File: src/rtl/rxfe_dc_pkg.sv
package rxfe_dc_pkg;
  localparam int NPATH    = 2;
  localparam int SEL_W    = 2;
  localparam int OFS_W    = 14;
  localparam int MODE_BIT = 31;

  typedef struct packed {
    logic                    fixed_mode;
    logic signed [OFS_W-1:0] value;
  } ofs_cfg_t;

  function automatic logic code_is_zero(input logic [SEL_W-1:0] code);
    return code[SEL_W-1];
  endfunction
endpackage

File: src/rtl/rxfe_cfg_regs.sv
module rxfe_cfg_regs
  import rxfe_dc_pkg::*;
#(
  parameter int            AW        = 8,
  parameter int            DW        = 32,
  parameter logic [AW-1:0] ADR_MUX   = 'd0,
  parameter logic [AW-1:0] ADR_OFS_I = 'd1,
  parameter logic [AW-1:0] ADR_OFS_Q = 'd2,
  parameter logic [NPATH*SEL_W-1:0] MUX_RST = 'h4
) (
  input  logic                      clk,
  input  logic                      rst_n,
  input  logic                      cfg_stb,
  input  logic [AW-1:0]             cfg_addr,
  input  logic [DW-1:0]             cfg_data,
  output logic [NPATH*SEL_W-1:0]    mux_cfg,
  output ofs_cfg_t [NPATH-1:0]      ofs_cfg,
  output logic [NPATH-1:0]          acc_clr
);
  localparam int MW = NPATH*SEL_W;

  logic [MW-1:0]         mux_d;
  ofs_cfg_t [NPATH-1:0]  ofs_d;
  logic                  wr_mux;
  logic [NPATH-1:0]      wr_ofs;
  ofs_cfg_t              wr_word;

  always_comb begin
    wr_mux    = cfg_stb && (cfg_addr == ADR_MUX);
    wr_ofs[0] = cfg_stb && (cfg_addr == ADR_OFS_I);
    wr_ofs[1] = cfg_stb && (cfg_addr == ADR_OFS_Q);
    wr_word.fixed_mode = cfg_data[MODE_BIT];
    wr_word.value      = cfg_data[OFS_W-1:0];
  end

  always_comb begin
    mux_d = mux_cfg;
    if (wr_mux) mux_d = cfg_data[MW-1:0];
    for (int p = 0; p < NPATH; p++) begin
      ofs_d[p] = ofs_cfg[p];
      if (wr_ofs[p]) ofs_d[p] = wr_word;
    end
  end

  always_ff @(posedge clk or negedge rst_n) begin
    if (!rst_n) begin
      mux_cfg <= MUX_RST;
      ofs_cfg <= '0;
    end else begin
      mux_cfg <= mux_d;
      ofs_cfg <= ofs_d;
    end
  end

  assign acc_clr = wr_ofs;
endmodule

File: src/rtl/rxfe_src_sel.sv
module rxfe_src_sel
  import rxfe_dc_pkg::*;
#(
  parameter int W = 14
) (
  input  logic                clk,
  input  logic                rst_n,
  input  logic signed [W-1:0] adc_a,
  input  logic signed [W-1:0] adc_b,
  input  logic [SEL_W-1:0]    code,
  output logic signed [W-1:0] smp,
  output logic                zero
);
  logic signed [W-1:0] smp_d;
  logic                zero_d;

  always_comb begin
    zero_d = code_is_zero(code);
    if (zero_d)       smp_d = '0;
    else if (code[0]) smp_d = adc_b;
    else              smp_d = adc_a;
  end

  always_ff @(posedge clk or negedge rst_n) begin
    if (!rst_n) begin
      smp  <= '0;
      zero <= 1'b1;
    end else begin
      smp  <= smp_d;
      zero <= zero_d;
    end
  end
endmodule

File: src/rtl/rxfe_dc_path.sv
module rxfe_dc_path
  import rxfe_dc_pkg::*;
#(
  parameter int W = 14,
  parameter int K = 6
) (
  input  logic                clk,
  input  logic                rst_n,
  input  logic signed [W-1:0] x,
  input  logic                zero,
  input  ofs_cfg_t            ofs,
  input  logic                clr,
  output logic signed [W-1:0] y
);
  localparam int ACC_W = W + K + 2;
  localparam int EST_W = ACC_W - K;
  localparam int DIF_W = EST_W + 1;
  localparam int MAXI  = (2**(W-1)) - 1;
  localparam int MINI  = -(2**(W-1));
  localparam logic signed [DIF_W-1:0] MAXV = DIF_W'(MAXI);
  localparam logic signed [DIF_W-1:0] MINV = DIF_W'(MINI);

  logic signed [ACC_W-1:0] acc, acc_d;
  logic signed [EST_W-1:0] est;
  logic signed [DIF_W-1:0] diff;
  logic signed [W-1:0]     sat, y_d;
  logic                    acc_en;

  always_comb begin
    if (ofs.fixed_mode) est = EST_W'(ofs.value);
    else                est = EST_W'(acc >>> K);
    diff = DIF_W'(x) - DIF_W'(est);
    if (diff > MAXV)      sat = MAXV[W-1:0];
    else if (diff < MINV) sat = MINV[W-1:0];
    else                  sat = diff[W-1:0];
    y_d    = zero ? '0 : sat;
    acc_en = clr || (!zero && !ofs.fixed_mode);
    acc_d  = clr ? '0 : acc + ACC_W'(y_d);
  end

  always_ff @(posedge clk or negedge rst_n) begin
    if (!rst_n) y <= '0;
    else        y <= y_d;
  end

  always_ff @(posedge clk or negedge rst_n) begin
    if (!rst_n)      acc <= '0;
    else if (acc_en) acc <= acc_d;
  end
endmodule

File: src/rtl/rxfe_dc_top.sv
module rxfe_dc_top
  import rxfe_dc_pkg::*;
#(
  parameter int W  = 14,
  parameter int K  = 6,
  parameter int AW = 8,
  parameter int DW = 32
) (
  input  logic                clk,
  input  logic                rst_n,
  input  logic                cfg_stb,
  input  logic [AW-1:0]       cfg_addr,
  input  logic [DW-1:0]       cfg_data,
  input  logic signed [W-1:0] adc_a,
  input  logic signed [W-1:0] adc_b,
  output logic signed [W-1:0] i_out,
  output logic signed [W-1:0] q_out
);
  logic [NPATH*SEL_W-1:0]       mux_cfg;
  ofs_cfg_t [NPATH-1:0]         ofs_cfg;
  logic [NPATH-1:0]             acc_clr;
  logic [NPATH-1:0][W-1:0]      smp_s1;
  logic [NPATH-1:0]             zero_s1;
  logic [NPATH-1:0][W-1:0]      y_out;

  rxfe_cfg_regs #(.AW(AW), .DW(DW)) u_regs (
    .clk(clk), .rst_n(rst_n), .cfg_stb(cfg_stb), .cfg_addr(cfg_addr),
    .cfg_data(cfg_data), .mux_cfg(mux_cfg), .ofs_cfg(ofs_cfg), .acc_clr(acc_clr)
  );

  for (genvar p = 0; p < NPATH; p++) begin : g_path
    logic signed [W-1:0] smp_p, y_p;

    rxfe_src_sel #(.W(W)) u_sel (
      .clk(clk), .rst_n(rst_n), .adc_a(adc_a), .adc_b(adc_b),
      .code(mux_cfg[p*SEL_W +: SEL_W]), .smp(smp_p), .zero(zero_s1[p])
    );

    rxfe_dc_path #(.W(W), .K(K)) u_dc (
      .clk(clk), .rst_n(rst_n), .x(smp_p), .zero(zero_s1[p]),
      .ofs(ofs_cfg[p]), .clr(acc_clr[p]), .y(y_p)
    );

    assign smp_s1[p] = smp_p;
    assign y_out[p]  = y_p;
  end

  assign i_out = y_out[0];
  assign q_out = y_out[1];
endmodule

File: config.mk
export PLATFORM = sky130hd
export DESIGN_NAME = rxfe_dc_top
export DESIGN_NICKNAME = d
export VERILOG_FILES = /design/src/rtl/rxfe_dc_pkg.sv /design/src/rtl/rxfe_cfg_regs.sv /design/src/rtl/rxfe_src_sel.sv /design/src/rtl/rxfe_dc_path.sv /design/src/rtl/rxfe_dc_top.sv
export SDC_FILE = /design/constraint.sdc
export NUM_CORES = 1
export LEC_CHECK = 0
export BUFFER_PORTS_ARGS = -buffer_cell sky130_fd_sc_hd__buf_2
export CAP_MARGIN = 30
export CORE_ASPECT_RATIO = 0.75
export CORE_UTILIZATION = 40
export DETAILED_ROUTE_END_ITERATION = 8
export GPL_TIMING_DRIVEN = 1
export SYNTH_ARGS = -nofsm -noshare
export SYNTH_HDL_FRONTEND = slang
export SYNTH_SLANG_ARGS = --single-unit
File: constraint.sdc
create_clock -name clk -period 8 [get_ports clk]
set_input_delay 0.4 -clock clk [delete_from_list [all_inputs] [get_ports clk]]
set_output_delay 0.4 -clock clk [all_outputs]
set_load 0.005 [all_outputs]
==> impl_results.md, run 1 <==
- Status: completed
- DR iter-0 viols: 594
- CP bufs+invs: 2
- Initial antenna violation count: 0
- # Post-CTS Setup Buffers: 0
- Wire length of the first global-routing pass: 37000 um
- R2r setup slk: 1420 ps
- Die Y: 131 um
- Syn Inst Count: 985
- Per-cell routed wire length: roughly 17 um
- Seq/Total Area, Yosys: approximately two fifths
- Resize count post-CTS: 0
- FF+latch area: 0.00341 mm^2
- Most frequent cells in the layout: 178 x nand2_1, 133 x dfrtp_1, 81 x buf_2
- Setup Viol. Count Final: 0
- Total number of yosys warnings: 0
- Place WS: 1630 ps
- Worst-Margin Slew: 890 ps
- Final WS setup: 1420 ps
- Unique cell type count in the Yosys netlist: 62
- H-tree levels: 4
- # rows: 46
- Root buf cell: clkbuf_16
- EDFF count, synth: 0
- Die W: roughly 170 um
- CTS tree: done
- Vias in the first global route: 6771
- F_max: 152 MHz
- Worst EP arrival: 6910 ps
- RePlAce Congestion: 0.915
- CP Class: flop to flop
- Synthesized cell area: 0.00891 mm^2
- N_diodes: 0
- Die area: around 0.023 mm^2
- Hold Crit Class: primary input to asynchronous set/reset pin
- Fillers: 2098
- Worst EP required: 8340 ps
- DR vias: 7311
- Syn Area/Cell: ~9.0 um^2
- Drt pass-1 iters: 5
- Placed cell area: 0.00963 mm^2
- Final instance area: roughly 0.010 mm^2
- Clock transition at path regs: roughly 60 ps
- I/O Buffers: 81
- Max Slew Vio Count: 0
- Largest net degree at the start of global routing: 91
- Synth Register Bits: ~140
- Max stage delay on crit path: slightly below 600 ps
- Post-synth ARST share: 100%
- Initial Util: roughly two fifths
- GRT Overall Usage: between 20% and 30%
- Routed WL: around 23000 um
- Max cap viols: 0
- Syn Nets: 1138
- RSZ-0062 raised after global routing: no
- Critical path's top delay family: compound AO/OA/AOI/OAI gates
- CP Capture Type: flop
- I/O Pins: 99
- GRT Residual Overflow: 0
- Final hold viol count: 0
- Final Skew: 8.28 ps
- Startpoint types: flop
- Final min period: about 6600 ps
- Commonest non-fill, non-tap cell in the layout: nand2_1
- Clock buffer depth: 2
- CP Max Fanout: 14
- Area grow syn2layout: 14.2%
- Multi-input logic area: 0.00529 mm^2
- Fin crit share: around 80%
- DR DRC count: 0
- Hpwl dp: 16900 um
- Core Area: between 0.02 and 0.025 mm^2
- Final #Nets: 1213
- Ratio of cells with drive above 1 in the final layout: 13.2%
- Relative slew margins: 40.7%
- Fin Setup TNS: 0 ps
- Clock latency on the worst-skew pair: 430 ps
- Cts hold-fix bufs: 0
- Cts bufs inserted: 17
- Ys flop type: dfrtp_1
- Slowest-stage cell, CP: dfrtp_1
- Detail Route Antenna Nets: 0
- Post-DR vias/cell: 5.37
- Clk sinks: 136
==> flip-flops by register name (all words and copies together) (netlist names) <==
register,flops
g_path.u_dc.acc,44
g_path.u_dc.y,28
g_path.u_sel.smp,28
g_path.u_sel.zero,2
u_regs.mux_cfg,4
u_regs.ofs_cfg,30
==> cell type report <==
cell class / instances / area share (%)
inverter: 23 / 0.848
tap: 288 / 3.54
clock buffer: 19 / 4.35
multi-input combinational: 791 / 52.0
sequential: 136 / 33.5
timing repair buffer: 91 / 4.83
clock inverter: 13 / 0.971
==> routing by layer <==
| layer | wire length (um) | share of wire, % | vias to the layer above | track usage, % |
|---|---|---|---|---|
| li1 | - | - | 3631 | - |
| met5 | 0 | 0 | - | 0 |
| met4 | 228 | 1.0 | 0 | 5.17 |
| met1 | 12600 | 56 | 3493 | 33.6 |
| met2 | 8750 | 39 | 167 | 27.2 |
| met3 | 1010 | 4.5 | 20 | 3.50 |
==> final timing paths <==
path                                    start                endpoint  cells past startpoint
setup / recovery           u_regs.ofs_cfg[14]  g_path[0].u_dc.acc[18]                     25
hold / removal                          rst_n   g_path[1].u_dc.acc[3]                      1
setup reg to reg           u_regs.ofs_cfg[14]  g_path[0].u_dc.acc[18]                     25
hold reg to reg            u_regs.ofs_cfg[15]      u_regs.ofs_cfg[15]                      2
max in group asynchronous               rst_n  g_path[1].u_sel.smp[6]                      2
min in group clk                 cfg_data[10]      u_regs.ofs_cfg[10]                      3
==> cells by family after synthesis <==
group                      count (synthesis)  share of synthesized area (%)
DFF                                      136                           38.2
AOI/OAI and AO/OA                        251                           18.0
adders and majority gates                 82                           11.9
and+or+nand+nor                          340                           16.8
xor gates and xnor gates                  51                           5.01
muxes                                     67                           7.61
buffers and inverters                     58                           2.46
==> cells in the mapped netlist (all sizes together), types with 3 or more instances <==
master / instances / area (um^2)
nand2: 178 / 668
dfrtp: 133 / 3330
a21oi: 78 / 390
ha: 78 / 976
nor2: 70 / 263
mux2i: 61 / 611
o21ai: 50 / 250
a21o: 42 / 315
clkbuf: 32 / 120
xnor2: 28 / 245
inv: 23 / 86.3
xor2: 23 / 201
nor3: 16 / 80.1
nand3: 15 / 75.1
o21a: 14 / 105
nor2b: 12 / 75.1
a211oi: 11 / 92.6
nand2b: 11 / 68.8
a31oi: 9 / 56.3
or2: 7 / 43.8
mux2: 6 / 67.6
o211ai: 6 / 45.0
o21bai: 6 / 45.0
or3: 6 / 37.5
a21boi: 5 / 37.5
and3: 5 / 31.3
nand3b: 5 / 37.5
a211o: 4 / 35.0
fa: 4 / 80.1
a21bo: 3 / 30.0
a31o: 3 / 26.3
buf: 3 / 12.5
dfstp: 3 / 78.8
nor4: 3 / 18.8
nor4b: 3 / 26.3
o31ai: 3 / 22.5
==> through the flow <==
stage / hold WS, ps / util (%) / cells
6_report: 67.3 / 47.4 / 1361
5_1_grt: 135 / 47.4 / 1361
4_1_cts: 94.1 / 47.4 / 1361
3_5_place_dp: 460 / 44.9 / 1329
3_3_place_gp: 452 / 44.8 / 1327
2_1_floorplan: 104 / - / 985
Power of run 1 is not shown: default switching activity piles up to over one toggle a cycle in this logic, so the estimate is an artifact.
==> inputs of run 2 (changes only) <==
clock period = 5.86 ns   (was 8 ns; I/O delays follow)
==> run 2 against run 1 <==
First-iteration DRC count decreased by 4.2%. Sequential cell count did not move. Sequential share of layout area down 1.7 points. Clock skew is 4.7 ps higher. Global-route usage grew 0.56 points. Count of clock-buffer cells in the layout stayed put. Register-to-register slack worse by 1200 ps. Non-clock buffer count increased by 44. Utilization is 2.5 points higher. Hold slack improved by 17 ps. Routed wire length grew 3.7%. Highest routed layer unchanged.
==> impl_results.md, run 2 (synthesized netlist as in run 1, its figures left out) <==
- Status: completed (unchanged)
- Clk sinks: 136 (unchanged)
- Relative slew margins: 40.3% (was 40.7%)
- CP Max Fanout: 16 (was 14)
- Post-DR vias/cell: 5.31 (was 5.37)
- Area grow syn2layout: 20.3% (was 14.2%)
- Hold Crit Class: primary input to flop (was primary input to asynchronous set/reset pin)
- Worst hold margin: 84.8 ps (was 67.3 ps)
- Fin Setup TNS: 0 ps (unchanged)
- Number of flip-flops under the largest register name: 44 (unchanged)
- Final WS setup: 186 ps (was 1420 ps)
- Post-Place Cells: 1363 (was 1329)
- Core Area: 0.0215 mm^2 (unchanged)
- F_max: 176 MHz (was 152 MHz)
- Detail Route Antenna Nets: 0 (unchanged)
- RSZ-0062 raised after global routing: yes (was no)
- Place WS: -26.2 ps (was 1630 ps)
- Max Slew Vio Count: 0 (unchanged)
- # rows: 46 (unchanged)
- Final min period: 5670 ps (was 6580 ps)
- Clock buffer depth: 2 (unchanged)
- DR iter-0 viols: 569 (was 594)
- Worst EP arrival: 6030 ps (was 6910 ps)
- CTS tree: done (unchanged)
- Initial antenna violation count: 0 (unchanged)
- Final hold viol count: 0 (unchanged)
- Fin crit share: 96.8% (was 82.2%)
- Final Skew: 13.0 ps (was 8.28 ps)
- I/O Buffers: 81 (unchanged)
- N_diodes: 0 (unchanged)
- Per-cell routed wire length: 16.7 um (was 16.6 um)
- Die Y: 131 um (unchanged)
- Cts bufs inserted: 17 (unchanged)
- Commonest non-fill, non-tap cell in the layout: nand2_1 (unchanged)
- Worst EP required: 6210 ps (was 8340 ps)
- Hold Crit Start: cfg_data[10]
- Worst hold endpoint: u_regs.ofs_cfg[10]
- Final #Nets: 1257 (was 1213)
- Startpoint types: flop (unchanged)
- Root buf cell: clkbuf_16 (unchanged)
- Most frequent cells in the layout: 178 x nand2_1, 133 x dfrtp_1, 80 x buf_2 (was 178 x nand2_1, 133 x dfrtp_1, 81 x buf_2)
- Max cap viols: 0 (unchanged)
- H-tree levels: 4 (unchanged)
- R2r setup slk: 190 ps (was 1420 ps)
- Hpwl dp: 17200 um (was 16900 um)
- GRT Residual Overflow: 0 (unchanged)
- Worst R2R End: g_path[0].u_dc.acc[21] (was g_path[0].u_dc.acc[18])
- Ratio of cells with drive above 1 in the final layout: 19.1% (was 13.2%)
- Initial Util: 41.5% (unchanged)
- Largest net degree at the start of global routing: 74 (was 91)
- Routed WL: 23400 um (was 22600 um)
- Clock transition at path regs: 60 ps (about the same)
- Die W: 174 um (unchanged)
- Wire length of the first global-routing pass: 38300 um (was 37000 um)
- FF-to-FF Start: u_regs.ofs_cfg[14] (unchanged)
- Clock latency on the worst-skew pair: 430 ps (about the same)
- Hold depth: 3
- CP Capture Type: flop (unchanged)
- Drt pass-1 iters: 5 (unchanged)
- Worst-Margin Slew: 896 ps (was 890 ps)
- I/O Pins: 99 (unchanged)
- Final Non-Filler Cells: 1405 (was 1361)
- Biggest regs: g_path.u_dc.acc x44, u_regs.ofs_cfg x30 (unchanged)
- RePlAce Congestion: 0.865 (was 0.915)
- Largest Register: g_path.u_dc.acc (unchanged)
- R2r worst-path depth: 22 (was 25)
- GRT Overall Usage: 21.2% (was 20.6%)
- Die area: 0.0229 mm^2 (unchanged)
- Fillers: 2058 (was 2098)
- DR DRC count: 0 (unchanged)
- CP Class: flop to flop (unchanged)
- Vias in the first global route: 7144 (was 6771)
- DR vias: 7465 (was 7311)
- Setup Viol. Count Final: 0 (unchanged)
==> run 2: cell count changes in the layout (fill, tap and decap cells not counted), sizes merged <==
cell         before  now
clkbuf           19   20
buf              91  133
dlygate4sd3       0    1
bufinv            0    2
clkinvlp          3    2
clkinv            8    5
inv              25   27
==> run 2: worst max-delay path by stage <==
stage,from,endpoint,slack (ps),cells past startpoint
floorplan,u_regs.ofs_cfg[14],g_path[0].u_dc.acc[21],60,23
global placement,u_regs.ofs_cfg[14],g_path[0].u_dc.acc[18],-10,25
detailed placement,u_regs.ofs_cfg[14],g_path[0].u_dc.acc[20],-30,25
CTS,u_regs.ofs_cfg[14],g_path[0].u_dc.acc[21],30,24
global route,u_regs.ofs_cfg[14],g_path[0].u_dc.acc[21],-130,24
finish,u_regs.ofs_cfg[14],g_path[0].u_dc.acc[21],190,22
==> run 2: critical path: stages (launching register included) <==
cell      delay, ps
dfrtp_1         390
buf_6           230
mux2i_1         300
ha_1            340
a21o_1          190
a21o_1          180
a21oi_1         230
nand2_1         100
o22a_1          250
or2_0           220
a211o_1         300
and3b_2         300
a21o_1          210
ha_1            340
o21ai_1         230
o21ai_1          90
a21o_1          220
a31o_1          270
a221o_1         380
a211oi_2        260
xnor2_1         100
or3_1           320
a21oi_2         140
==> run 2: repair_timing <==
| action | in CTS | in global routing |
|---|---|---|
| hold buffers | 1 | 0 |
| gates resized for setup | 4 | 31 |
| endpoints found under the hold margin | 62 | 0 |
| setup endpoints to repair | 5 | 18 |
| pin swaps | 0 | 10 |
| setup buffers | 0 | 7 |
==> run 2: per-layer routing <==
metal | up-vias | routed length [um] | share of wire (%) | global-route usage, %
li1 | 3723 | - | - | -
met1 | 3556 | 12700 | 54 | 34.4
met2 | 170 | 9100 | 39 | 27.5
met3 | 16 | 1330 | 5.7 | 4.08
met4 | 0 | 289 | 1.2 | 5.80
met5 | - | 0 | 0 | 0
==> run 2: final cells by class <==
class	count	area, um^2	area share, %
clock buffer	19	443	4.13
multi-input combinational	791	5420	50.5
inverter	23	86.3	0.805
sequential	136	3410	31.8
tap	288	360	3.36
clock inverter	13	143	1.33
timing repair buffer	135	863	8.05
==> run 2: stage by stage <==
stage	instance area [um^2]	utilization (%)
5_1_grt	10700	49.9
6_report	10700	49.9
3_5_place_dp	9900	46.1
3_3_place_gp	9890	46.1
2_1_floorplan	8910	-
4_1_cts	10500	49.0
Power of run 2 is left out for the same reason.
